**src/rtl/clampPkg.sv**
```systemverilog
package clampPkg;
  typedef enum logic [1:0] {
    TAG_IDLE = 2'd0,
    TAG_REF  = 2'd1,
    TAG_ACT  = 2'd2,
    TAG_RSVD = 2'd3
  } tag_e;

  typedef struct packed {
    logic clrAcc;
    logic addEven;
    logic addOdd;
    logic commit;
    logic emit;
    logic useOdd;
    logic eol;
  } ctrl_t;
endpackage

```
**src/rtl/clampCtrl.sv**
```systemverilog
module clampCtrl
  import clampPkg::*;
#(
  parameter int IDX_W        = 12,
  parameter int REF_FIRST    = 24,
  parameter int REF_COUNT    = 15,
  parameter int ACTIVE_COUNT = 3000
) (
  input  logic             clk,
  input  logic             rstN,
  input  logic             inVld,
  input  tag_e             inTag,
  input  logic [IDX_W-1:0] inIndex,
  input  logic             freeze,
  output ctrl_t            ctrl
);
  localparam int REF_LAST = REF_FIRST + 2 * REF_COUNT - 1;
  localparam logic [IDX_W-1:0] FIRST_IDX = IDX_W'(REF_FIRST);
  localparam logic [IDX_W-1:0] LAST_IDX  = IDX_W'(REF_LAST);
  localparam logic [IDX_W-1:0] EOL_IDX   = IDX_W'(ACTIVE_COUNT);

  logic isRef, isAct, inWindow, commitPend;

  always_comb begin
    isRef    = inVld && (inTag == TAG_REF);
    isAct    = inVld && (inTag == TAG_ACT);
    inWindow = isRef && (inIndex >= FIRST_IDX) && (inIndex <= LAST_IDX);
    ctrl.clrAcc  = isRef && (inIndex == '0);
    ctrl.addEven = inWindow && !inIndex[0];
    ctrl.addOdd  = inWindow && inIndex[0];
    ctrl.commit  = commitPend && !freeze;
    ctrl.emit    = isAct;
    ctrl.useOdd  = inIndex[0];
    ctrl.eol     = isAct && (inIndex == EOL_IDX);
  end

  // Level update one cycle after the last window sample lands in its sum
  always_ff @(posedge clk) begin
    if (!rstN) commitPend <= 1'b0;
    else       commitPend <= isRef && (inIndex == LAST_IDX);
  end
endmodule

```
**src/rtl/clampDatapath.sv**
```systemverilog
module clampDatapath
  import clampPkg::*;
#(
  parameter int DATA_W    = 12,
  parameter int REF_COUNT = 15
) (
  input  logic              clk,
  input  logic              rstN,
  input  ctrl_t             ctrl,
  input  logic [DATA_W-1:0] inData,
  output logic              outVld,
  output logic [DATA_W-1:0] outData,
  output logic              outEol
);
  localparam int SUM_W  = DATA_W + $clog2(REF_COUNT);
  localparam int SHIFT  = SUM_W + $clog2(REF_COUNT) + 1;
  localparam longint RECIP = ((64'd1 << SHIFT) + REF_COUNT - 1) / REF_COUNT;
  localparam int HALF   = REF_COUNT / 2;

  logic [SUM_W-1:0]  accEven, accOdd;
  logic [DATA_W-1:0] blackEven, blackOdd;
  logic [DATA_W-1:0] levelEven, levelOdd, selLevel;
  logic [63:0]       prodEven, prodOdd;

  // Round-to-nearest divide by a fixed-point reciprocal multiply
  always_comb begin
    prodEven  = (64'(accEven) + 64'(HALF)) * 64'(RECIP);
    prodOdd   = (64'(accOdd) + 64'(HALF)) * 64'(RECIP);
    levelEven = prodEven[SHIFT +: DATA_W];
    levelOdd  = prodOdd[SHIFT +: DATA_W];
    selLevel  = ctrl.useOdd ? blackOdd : blackEven;
  end

  always_ff @(posedge clk) begin
    if (!rstN) begin
      accEven <= '0;
      accOdd  <= '0;
    end else if (ctrl.clrAcc) begin
      accEven <= '0;
      accOdd  <= '0;
    end else begin
      if (ctrl.addEven) accEven <= accEven + SUM_W'(inData);
      if (ctrl.addOdd)  accOdd  <= accOdd + SUM_W'(inData);
    end
  end

  always_ff @(posedge clk) begin
    if (!rstN) begin
      blackEven <= '0;
      blackOdd  <= '0;
    end else if (ctrl.commit) begin
      blackEven <= levelEven;
      blackOdd  <= levelOdd;
    end
  end

  always_ff @(posedge clk) begin
    if (!rstN) begin
      outVld  <= 1'b0;
      outEol  <= 1'b0;
      outData <= '0;
    end else begin
      outVld <= ctrl.emit;
      outEol <= ctrl.eol;
      if (ctrl.emit) outData <= (inData > selLevel) ? (inData - selLevel) : '0;
    end
  end
endmodule

```
**src/rtl/clampTop.sv**
```systemverilog
module clampTop
  import clampPkg::*;
#(
  parameter int DATA_W       = 12,
  parameter int IDX_W        = 12,
  parameter int REF_FIRST    = 24,
  parameter int REF_COUNT    = 15,
  parameter int ACTIVE_COUNT = 3000
) (
  input  logic              clk,
  input  logic              rstN,
  input  logic              inVld,
  input  logic [1:0]        inTag,
  input  logic [IDX_W-1:0]  inIndex,
  input  logic [DATA_W-1:0] inData,
  input  logic              freeze,
  output logic              outVld,
  output logic [DATA_W-1:0] outData,
  output logic              outEol
);
  ctrl_t ctrl;

  clampCtrl #(
    .IDX_W(IDX_W), .REF_FIRST(REF_FIRST),
    .REF_COUNT(REF_COUNT), .ACTIVE_COUNT(ACTIVE_COUNT)
  ) uCtrl (
    .clk(clk), .rstN(rstN), .inVld(inVld), .inTag(tag_e'(inTag)),
    .inIndex(inIndex), .freeze(freeze), .ctrl(ctrl)
  );

  clampDatapath #(
    .DATA_W(DATA_W), .REF_COUNT(REF_COUNT)
  ) uDp (
    .clk(clk), .rstN(rstN), .ctrl(ctrl), .inData(inData),
    .outVld(outVld), .outData(outData), .outEol(outEol)
  );
endmodule

```
**config.mk**
```make
export PLATFORM = sky130hd
export DESIGN_NAME = clampTop
export DESIGN_NICKNAME = d
export VERILOG_FILES = /design/src/rtl/clampPkg.sv /design/src/rtl/clampCtrl.sv /design/src/rtl/clampDatapath.sv /design/src/rtl/clampTop.sv
export SDC_FILE = /design/constraint.sdc
export NUM_CORES = 1
export LEC_CHECK = 0
export BUFFER_PORTS_ARGS = -buffer_cell sky130_fd_sc_hd__buf_2
export CORE_ASPECT_RATIO = 0.5
export CORE_MARGIN = 2
export CORE_UTILIZATION = 60
export DETAILED_ROUTE_END_ITERATION = 7
export PLACE_DENSITY = 0.83
export SLEW_MARGIN = 10
export SYNTH_ARGS = -nofsm -noshare
export SYNTH_HDL_FRONTEND = slang
export SYNTH_SLANG_ARGS = --single-unit
```
**constraint.sdc**
```tcl
create_clock -name clk -period 8.2 [get_ports clk]
set_input_delay 2.46 -clock clk [delete_from_list [all_inputs] [get_ports clk]]
set_output_delay 2.46 -clock clk [all_outputs]
set_load 0.005 [all_outputs]
```
Yosys cells after proc, flatten, opt, wreduce, memory -nomap -nowiden:

Index checks and enable logic that the tools add are counted.

* add/sub/neg operators: 5
* $mul: 2
* $lt $le $gt $ge: 3
* eq/ne operators: 4
* mux-type cells: 2
* bitwise logic cells: 1
* reduce and logical (&&, ||, !) cells: 14

Operators by type and width (number)
* multiplier 64 x 18 -> 33 bit, second input constant: 2
* adder 16 x 3 -> 17 bit, second input constant: 2
* adder 16 x 12 -> 16 bit: 2
* two-way mux 12 bit: 2
* equality test 12 bit, second input constant: 1
* equality test 12 x 6 -> 1 bit, second input constant: 1
* >= comparator 12 x 5 -> 1 bit, second input constant: 1
* > comparator 12 bit: 1
* less-or-equal comparator 12 x 6 -> 1 bit, second input constant: 1
* logical NOT 12 bit: 1
* subtractor 12 bit: 1
* logical AND 1 bit: 10
* equality test 2 x 1 -> 1 bit, second input constant: 1
* equality test 2 bit, second input constant: 1
* logical NOT 1 bit: 2
* OR reduction 2 bit: 1
* inverter 1 bit: 1

* flip-flop bits (word level): 71
* input bits: 30
* output and inout port bits: 14
* logic and storage cells: 39

Depth between registers and ports, before layout:

Gate-level depths: netlist of run 1.

* word-level depth: 5
* depth in mapped cells: 26
* gate-level depth less buffers: 26

By module:

From an unflattened synthesis of run 1, not the netlist that was laid out.

* cells, all modules: 1200
* area total of the unflattened synthesis: 10822.9 µm²

Modules (own cells, without submodules)
* clampDatapath: instances 1, cells each 1171, area each 10630.2 µm², sequential area each 1401.3 µm²
* clampCtrl: instances 1, cells each 29, area each 192.7 µm², sequential area each 20.0 µm²

Least setup slack after synthesis of run 1:

OpenSTA, ideal clock, no wires.

* path kind: reg-to-reg
* from: register uDp.accEven[0]
* to: register uDp.blackEven[11]
* setup time: 0.120 ns
* arrival time: 5.826 ns
* required time: 8.080 ns
* slack: 2.254 ns
* stages on the path, launching flop included: 25
* buffers on the path: 0
* period minus slack after synthesis: 5.946 ns
* cells stage by stage: dfxtp_1 > inv_1 > ha_1 > nand2b_1 > nand3_1 > nor3_1 > nand3_1 > xnor2_1 > ha_1 > inv_1 > fa_1 > fa_1 > fa_1 > fa_1 > inv_1 > fa_1 > ha_1 > and3_4 > a221oi_2 > o21ai_1 > a21oi_2 > nand2_2 > a22o_4 > a21o_1 > a211o_1

* word-level cells in the longest chain between the ends: 2

Ends and longest elaborated chain
* start: declaration: RTL line clampDatapath.sv:20 `logic [SUM_W-1:0] accEven, accOdd;`
* start signal: assignment: RTL line clampDatapath.sv:42 `if (ctrl.addEven) accEven <= accEven + SUM_W'(inData);`
* adder 16 x 3 -> 17 bit: RTL line clampDatapath.sv:27 `prodEven = (64'(accEven) + 64'(HALF)) * 64'(RECIP);`
* multiplier 64 x 18 -> 33 bit: RTL line clampDatapath.sv:27
* end signal: assignment: RTL line clampDatapath.sv:52 `blackEven <= levelEven;`
* end: declaration: RTL line clampDatapath.sv:21 `logic [DATA_W-1:0] blackEven, blackOdd;`

No other way between the ends.
A chain may end at the register's enable or synchronous reset.

Final worst setup path of run 1:

* from: register uDp.accEven[0]
* to: register uDp.blackEven[10]

Same word-level chain as after synthesis.

==> results of run 1 <==
area by class of cell:
class / count / area (um^2) / share of cell area (%)
clock inverter: 6 / 38.8 / 0.336
timing repair buffer: 45 / 230 / 2.00
multi-input combinational: 932 / 8630 / 74.8
sequential: 71 / 1420 / 12.3
clock buffer: 9 / 225 / 1.95
tap: 234 / 293 / 2.54
inverter: 185 / 694 / 6.02
flip-flops by register name, indices dropped and copies added (netlist names):
register / count
uDp.accEven: 16
uCtrl.commitPend: 1
uDp.outVld: 1
uDp.accOdd: 16
uDp.outEol: 1
uDp.outData: 12
uDp.blackEven: 12
uDp.blackOdd: 12
cells by family after synthesis:
family / after synthesis
mux: 28
compound gates: 199
xor+xnor: 65
fa+ha+maj: 341
buf+inv: 209
flops: 71
simple gates: 299
metal layers:
layer	wire [um]	vias to the layer above	track usage, %
met5	0	-	0
met4	1140	0	13.4
met3	1220	68	2.75
met2	12000	225	47.6
met1	10800	4230	32.9
li1	-	4270	-
synth_stat cells, types with 5 or more instances:
library cell  count  area [um^2]
nor2_1           67          251
xnor2_1          37          324
nand2_1          73          274
nor4_1            5         31.3
dfxtp_1          71         1420
o21ai_1          12         60.1
o21ai_0          20          100
clkbuf_1         12         45.0
or3_1            10         62.6
ha_1            266         3330
o31ai_1           7         52.6
a22o_1           11         96.3
nand3_1          42          210
nand4_1          11         68.8
a311oi_1          5         43.8
and2_1           10         62.6
inv_1           185          694
buf_2             8         40.0
and3_1           14         87.6
nand2b_1         11         68.8
a21o_1           16          120
nor3_1           15         75.1
xor2_1           26          228
nor2b_1          10         62.6
a21oi_1          59          295
o21a_1            6         45.0
fa_1             75         1500
a31oi_1           9         56.3
mux2i_1          27          270
a211oi_1         14          105
critical path, delay by kind of cell, from the launching register on:
family | cells | cell delay, ns
AOI/OAI and AO/OA | 7 | 1.48
xor gates and xnor gates | 1 | 0.41
adders and majority gates | 8 | 3.06
buffers and inverters | 3 | 0.24
DFF | 1 | 0.41
and+or+nand+nor | 5 | 0.90
worst max-delay path by stage:
stage / from / end / depth (start not counted)
after floorplan: uDp.accEven[0] / uDp.blackEven[11] / 24
after global placement: uDp.accEven[0] / uDp.blackEven[11] / 24
after detailed placement: uDp.accOdd[0] / uDp.blackOdd[8] / 24
after CTS: uDp.accEven[0] / uDp.blackEven[10] / 24
after global routing: uDp.accOdd[0] / uDp.blackOdd[10] / 24
final: uDp.accEven[0] / uDp.blackEven[10] / 24
per-stage QoR:
step | utilization, % | std cells | total power (W)
2_1_floorplan | - | 1212 | 0.000405
5_1_grt | 65.6 | 1482 | 0.000804
4_1_cts | 65.6 | 1482 | 0.000779
3_5_place_dp | 64.1 | 1467 | 0.000433
3_3_place_gp | 64.1 | 1467 | 0.000430
6_report | 65.6 | 1482 | 0.000781
layout by cell type (no fill, tap or decap), types with 11 or more instances in the layout:
cell type | synthesis | layout
nor2_1 | 67 | 67
o21ai_0 | 20 | 20
buf_2 | 8 | 43
nor3_1 | 15 | 15
nand3_1 | 42 | 42
o21ai_1 | 12 | 12
xor2_1 | 26 | 26
dfxtp_1 | 71 | 71
a22o_1 | 11 | 11
inv_1 | 185 | 185
a21oi_1 | 59 | 59
nand2_1 | 73 | 73
mux2i_1 | 27 | 27
fa_1 | 75 | 75
nand2b_1 | 11 | 11
a21o_1 | 16 | 16
nand4_1 | 11 | 11
ha_1 | 266 | 266
and3_1 | 14 | 14
xnor2_1 | 37 | 37
a211oi_1 | 14 | 14
power by group through the flow:
stage               clock network [W]  registers [W]   logic, W
global route                 0.000370       0.000348  0.0000865
CTS                          0.000353       0.000348  0.0000783
detailed placement                  0       0.000356  0.0000778
global placement                    0       0.000355  0.0000746
floorplan                           0       0.000356  0.0000495
finish                       0.000352       0.000348  0.0000805
==> flow_summary.json, run 1 <==
{
  "synth-compound-area-share_pct": 12.7,
  "synth_ff_type": "dfxtp_1",
  "start_kind": "register",
  "place_area_um2": 11300,
  "finalCriticalPeriod_ns": 6.64,
  "finalWirelength_um": 25200,
  "grt_usage_pct": 26.7,
  "synthAdderAreaFrac_pct": 44.4,
  "synth_top_family_by_area": "adder cells",
  "ir_drop_mv": 0.0966,
  "period_share_pct": 80.9,
  "slowest_stage": "fa_1",
  "seqPwrFrac_pct": 44.6,
  "grt_pass1_vias": 8902,
  "synth-xor-area-share_pct": 5.38,
  "core-area_um2": 17600,
  "preCtsSetupSlack_ns": 1.63,
  "hpwlAfterDp_um": 21000,
  "max_freq_mhz": 151,
  "power.switching_w": 0.000202,
  "fin_ws_ns": 1.56,
  "p_int_w": 0.000578,
  "dieArea_um2": 19300,
  "synth.avg_cell_area_um2": 8.96,
  "synth_edf_count": 0,
  "worst-r2r-cell-count": 24,
  "switching_share_pct": 25.9,
  "cts_num_sinks": 71,
  "cts_root_buf": "clkbuf_16",
  "insertion_delay_ns": 0.34,
  "area_growth_pct": 6.13,
  "path_clk_slew_ns": 0.06,
  "diodes": 0,
  "reg2reg_from": "uDp.accEven[0]",
  "synth-async-reset-ratio_pct": 0,
  "p_per_area_nw_per_um2": 67.7,
  "drtIter0Drc": 392,
  "synth_seq_cells": 71,
  "reg2reg_slack_ns": 1.56,
  "grt_max_degree": 29,
  "initial_utilization_pct": 61.8,
  "detail-route-antenna-nets": 0,
  "viasPerCell": 5.93,
  "finalSetupViolCount": 0,
  "drc_errors": 0,
  "die_w_um": 194,
  "num_io_pins": 44,
  "status": "finished clean",
  "setup-tns-final_ns": 0,
  "first_pass_iters": 5,
  "hp-start": "uDp.blackOdd[0]",
  "r2r-end": "uDp.blackEven[10]",
  "port_buffers": 43,
  "cts_inserted_buffers": 9,
  "fin_area_um2": 11500,
  "fin_skew_ns": 0.0105,
  "max_stage_delay_ns": 0.52,
  "worst_ep_arrival_time_ns": 6.84,
  "post_drt_wl_per_cell_um": 17.0,
  "crit_fanout": 7,
  "synthSimpleGateAreaFrac_pct": 14.3,
  "muxShareOfSynthArea_pct": 2.59,
  "finalHoldViolations": 0,
  "pwr-share-clk_pct": 45.1,
  "post_route_cells_drive_above_1_share_pct": 7.45,
  "p_comb_share_pct": 10.3,
  "ys_types": 85,
  "die_y_um": 99.2,
  "postCtsSetupBuffers": 0,
  "required_ns": 8.40,
  "syn_nets": 1583,
  "relSlewSlack_pct": 19.6,
  "cts_buffer_depth": 2,
  "cts_tree": "yes",
  "worstMarginPinSlew_ns": 1.20,
  "cts_resized": 0,
  "yosysWarnings": 0,
  "max_cap_violations": 0,
  "netlist_area_um2": 10900,
  "crit_chain": "inv_1 > ha_1 > nand2b_1 > nand3_1 > nor3_1 > nand3_1 > xnor2_1 > ha_1 > inv_1 > fa_1 > fa_1 > fa_1 > fa_1 > fa_1 > inv_1 > ha_1 > a21o_1 > a221oi_2 > o21ai_1 > a21oi_2 > nand2_2 > a22o_4 > a2111oi_2 > o31ai_1",
  "nFillCells": 1415,
  "grt_pass1_wl_um": 41800,
  "p_leak_nw": 6.13,
  "rsz0062_at_grt": "no",
  "critical_path_class": "reg2reg",
  "drv_slew": 0,
  "antenna_found_initial": 0,
  "synthesis.instances": 1212,
  "whs_ns": 0.465,
  "rows": 34,
  "min_to": "uDp.blackOdd[0]",
  "hold_depth": 2,
  "gr-total-overflow": 0,
  "cp_common_cell": "fa_1",
  "min_path_type": "reg2reg",
  "seq_area_frac_synth_pct": 13.1,
  "gp_congestion": 0.894,
  "cts-hold-fix-buffers": 0,
  "end_kind": "register",
  "via_count": 8793,
  "fin_nets": 1615,
  "htreeDepth": 3
}
Note: power is estimated with default switching activity, not from simulation.
==> run 2: changes to the inputs <==
--- a/config.mk
+++ b/config.mk
@@ -5,12 +5,13 @@
 export SDC_FILE = /design/constraint.sdc
 export NUM_CORES = 1
 export LEC_CHECK = 0
+export ABC_AREA = 1
 export BUFFER_PORTS_ARGS = -buffer_cell sky130_fd_sc_hd__buf_2
 export CORE_ASPECT_RATIO = 0.5
 export CORE_MARGIN = 2
-export CORE_UTILIZATION = 60
+export CORE_UTILIZATION = 59
 export DETAILED_ROUTE_END_ITERATION = 7
-export PLACE_DENSITY = 0.83
+export PLACE_DENSITY = 0.84
 export SLEW_MARGIN = 10
 export SYNTH_ARGS = -nofsm -noshare
 export SYNTH_HDL_FRONTEND = slang
==> constraint.sdc (replaced) <==
create_clock -name clk -period 5.6 [get_ports clk]
set_input_delay 1.68 -clock clk [delete_from_list [all_inputs] [get_ports clk]]
set_output_delay 1.68 -clock clk [all_outputs]
set_load 0.005 [all_outputs]
==> run 2 against run 1 <==
  * Combinational power grew 110%
  * Clock power grew 78%
  * Maximum frequency grew 23%
  * Synthesized area grew 22%
  * Highest routed layer unchanged
==> flow_summary.json, run 2 <==
{
  "core-area_um2": 21800,
  "finalWirelength_um": 34400,
  "synth_seq_cells": 71,
  "yosysWarnings": 0,
  "post_drt_wl_per_cell_um": 14.4,
  "drtIter0Drc": 894,
  "final_common_cell": "nand2_1",
  "nFillCells": 1921,
  "switching_share_pct": 26.8,
  "diodes": 0,
  "synth_edf_count": 0,
  "grt_usage_pct": 29.0,
  "period_share_pct": 96.1,
  "detail-route-antenna-nets": 0,
  "end_kind": "register",
  "gp_congestion": 1.04,
  "port_buffers": 43,
  "power.switching_w": 0.000350,
  "preCtsSetupSlack_ns": 0.00297,
  "area_growth_pct": 11.5,
  "highest_layer": "met4",
  "start_kind": "register",
  "die_w_um": 216,
  "seq_area_frac_synth_pct": 10.8,
  "m1WireLength_um": 15400,
  "gr-total-overflow": 0,
  "cts_inserted_buffers": 9,
  "pwr-share-clk_pct": 48.0,
  "status": "finished clean",
  "finalCriticalPeriod_ns": 5.38,
  "worstMarginPinSlew_ns": 1.08,
  "crit_fanout": 5,
  "p_per_area_nw_per_um2": 88.5,
  "ir_drop_mv": 0.140,
  "drv_slew": 0,
  "hpwlAfterDp_um": 28800,
  "syn_nets": 2381,
  "finalSetupViolCount": 0,
  "cts_num_sinks": 71,
  "post_route_cells_drive_above_1_share_pct": 10.4,
  "cts_root_buf": "clkbuf_16",
  "htreeDepth": 3,
  "p_comb_share_pct": 12.9,
  "finalHoldViolations": 0,
  "fin_nets": 2459,
  "yosys-top-cells-area": "ha_1 (25%), nand2_1 (15%), inv_1 (12%)",
  "p_leak_nw": 8.50,
  "yosysTopAreaCellShare_pct": 25.2,
  "relSlewSlack_pct": 27.7,
  "antenna_found_initial": 0,
  "insertion_delay_ns": 0.35,
  "ys_top_cells_by_count": "nand2_1 (538), inv_1 (429), ha_1 (266)",
  "rows": 38,
  "max_cap_violations": 0,
  "layout.cells.non_filler": 2392,
  "dieArea_um2": 23700,
  "path_clk_slew_ns": 0.06,
  "max_freq_mhz": 186,
  "viasPerCell": 5.29,
  "seqPwrFrac_pct": 39.2,
  "reg2reg_slack_ns": 0.22,
  "yosys.cell_count.top_type": "nand2_1",
  "p_int_w": 0.000953,
  "die_y_um": 110,
  "cts_buffer_depth": 2,
  "most-common-layout-cells": "nand2_1 (517), inv_1 (419), ha_1 (252), nor2_1 (165), a21oi_1 (116)",
  "grt_max_degree": 39,
  "grt_pass1_vias": 11800,
  "grt_pass1_wl_um": 55000,
  "yosys.area.top_type": "ha_1",
  "required_ns": 5.84,
  "worst_ep_arrival_time_ns": 5.63,
  "drc_errors": 0,
  "num_io_pins": 44,
  "reg_top3": "uDp.accEven x16, uDp.accOdd x16",
  "ys_types": 45,
  "fin_skew_ns": 0.00963,
  "synth-async-reset-ratio_pct": 0,
  "synth_ff_type": "dfxtp_1",
  "place_inst": 2370,
  "wl_met3_um": 1640,
  "cts_tree": "yes",
  "final_util_pct": 67.5,
  "synthesis.instances": 2010,
  "first_pass_iters": 7,
  "min_path_type": "reg2reg",
  "netlist_area_um2": 13200,
  "synth.avg_cell_area_um2": 6.57,
  "critical_path_class": "reg2reg",
  "via_count": 12600,
  "wl_met2_um": 16200,
  "fin_ws_ns": 0.216,
  "initial_utilization_pct": 60.5
}
-- run 2: worst paths after layout --
| check | depth (start not counted) | from | endpoint |
|---|---|---|---|
| worst max-delay path | 27 | uDp.accEven[0] | uDp.blackEven[6] |
| worst min-delay path | 2 | uDp.outData[11] | uDp.outData[11] |
| worst max register to register | 27 | uDp.accEven[0] | uDp.blackEven[6] |
| worst min register to register | 2 | uDp.outData[11] | uDp.outData[11] |
-- run 2: cells by family after synthesis --
| family | share of synthesized area (%) |
|---|---|
| and+or+nand+nor | 28.3 |
| muxes | 0.152 |
| buffers and inverters | 13.2 |
| DFF | 10.8 |
| AOI/OAI and AO/OA | 8.27 |
| adders and majority gates | 36.6 |
| xor gates and xnor gates | 2.78 |
-- run 2: layout make-up --
| cell class | count | area [um^2] | area share, % |
|---|---|---|---|
| Sequential cell | 71 | 1430 | 9.69 |
| Tap cell | 300 | 375 | 2.55 |
| Clock buffer | 9 | 225 | 1.53 |
| Clock inverter | 6 | 86.3 | 0.586 |
| Multi-Input combinational cell | 1488 | 10400 | 70.9 |
| Timing Repair Buffer | 84 | 527 | 3.58 |
| Inverter | 434 | 1640 | 11.1 |
-- run 2: metal layers --
layer | vias to the layer above | GRT usage [%]
met5 | - | 0
met4 | 0 | 10.3
met3 | 82 | 3.18
met2 | 332 | 51.9
met1 | 5775 | 36.6
li1 | 6454 | -
-- run 2: power by group through the flow --
stage               sequential, W  combinational (W)  clock, W
global route             0.000510           0.000187  0.000646
global placement         0.000521           0.000160         0
finish                   0.000510           0.000168  0.000625
CTS                      0.000510           0.000163  0.000630
floorplan                0.000522           0.000112         0
detailed placement       0.000522           0.000162         0
-- run 2: timing repair --
item / CTS / global route
gates resized for setup: 3 / 95
pin swaps: 3 / 46
hold buffers: 0 / 0
buffers inserted: 1 / 6
setup endpoints to repair: 3 / 24
-- run 2: per-stage QoR --
stage               power [W]  hold WS, ns  setup TNS [ns]  cell area (um^2)
floorplan            0.000633        0.460               0             13200
global placement     0.000682        0.449               0             14000
detailed placement   0.000684        0.452               0             14000
CTS                   0.00130        0.461               0             14300
global route          0.00134        0.485          -0.644             14700
finish                0.00130        0.462               0             14700
-- run 2: critical path: stages, from the launching register on --
cell	delay (ns)
dfxtp_2	0.32
inv_1	0.06
ha_4	0.17
a21oi_4	0.12
nand2_2	0.07
nor3_2	0.15
nand4_1	0.15
buf_4	0.18
nor4_4	0.25
buf_4	0.17
buf_6	0.10
ha_1	0.20
fa_1	0.47
fa_1	0.57
inv_1	0.06
fa_1	0.54
inv_1	0.06
ha_1	0.32
ha_2	0.34
a21o_1	0.22
a21oi_1	0.15
nand2_2	0.11
a21oi_2	0.17
nand2_1	0.06
nand2_1	0.06
nand3_1	0.05
nand2_1	0.09
inv_1	0.04
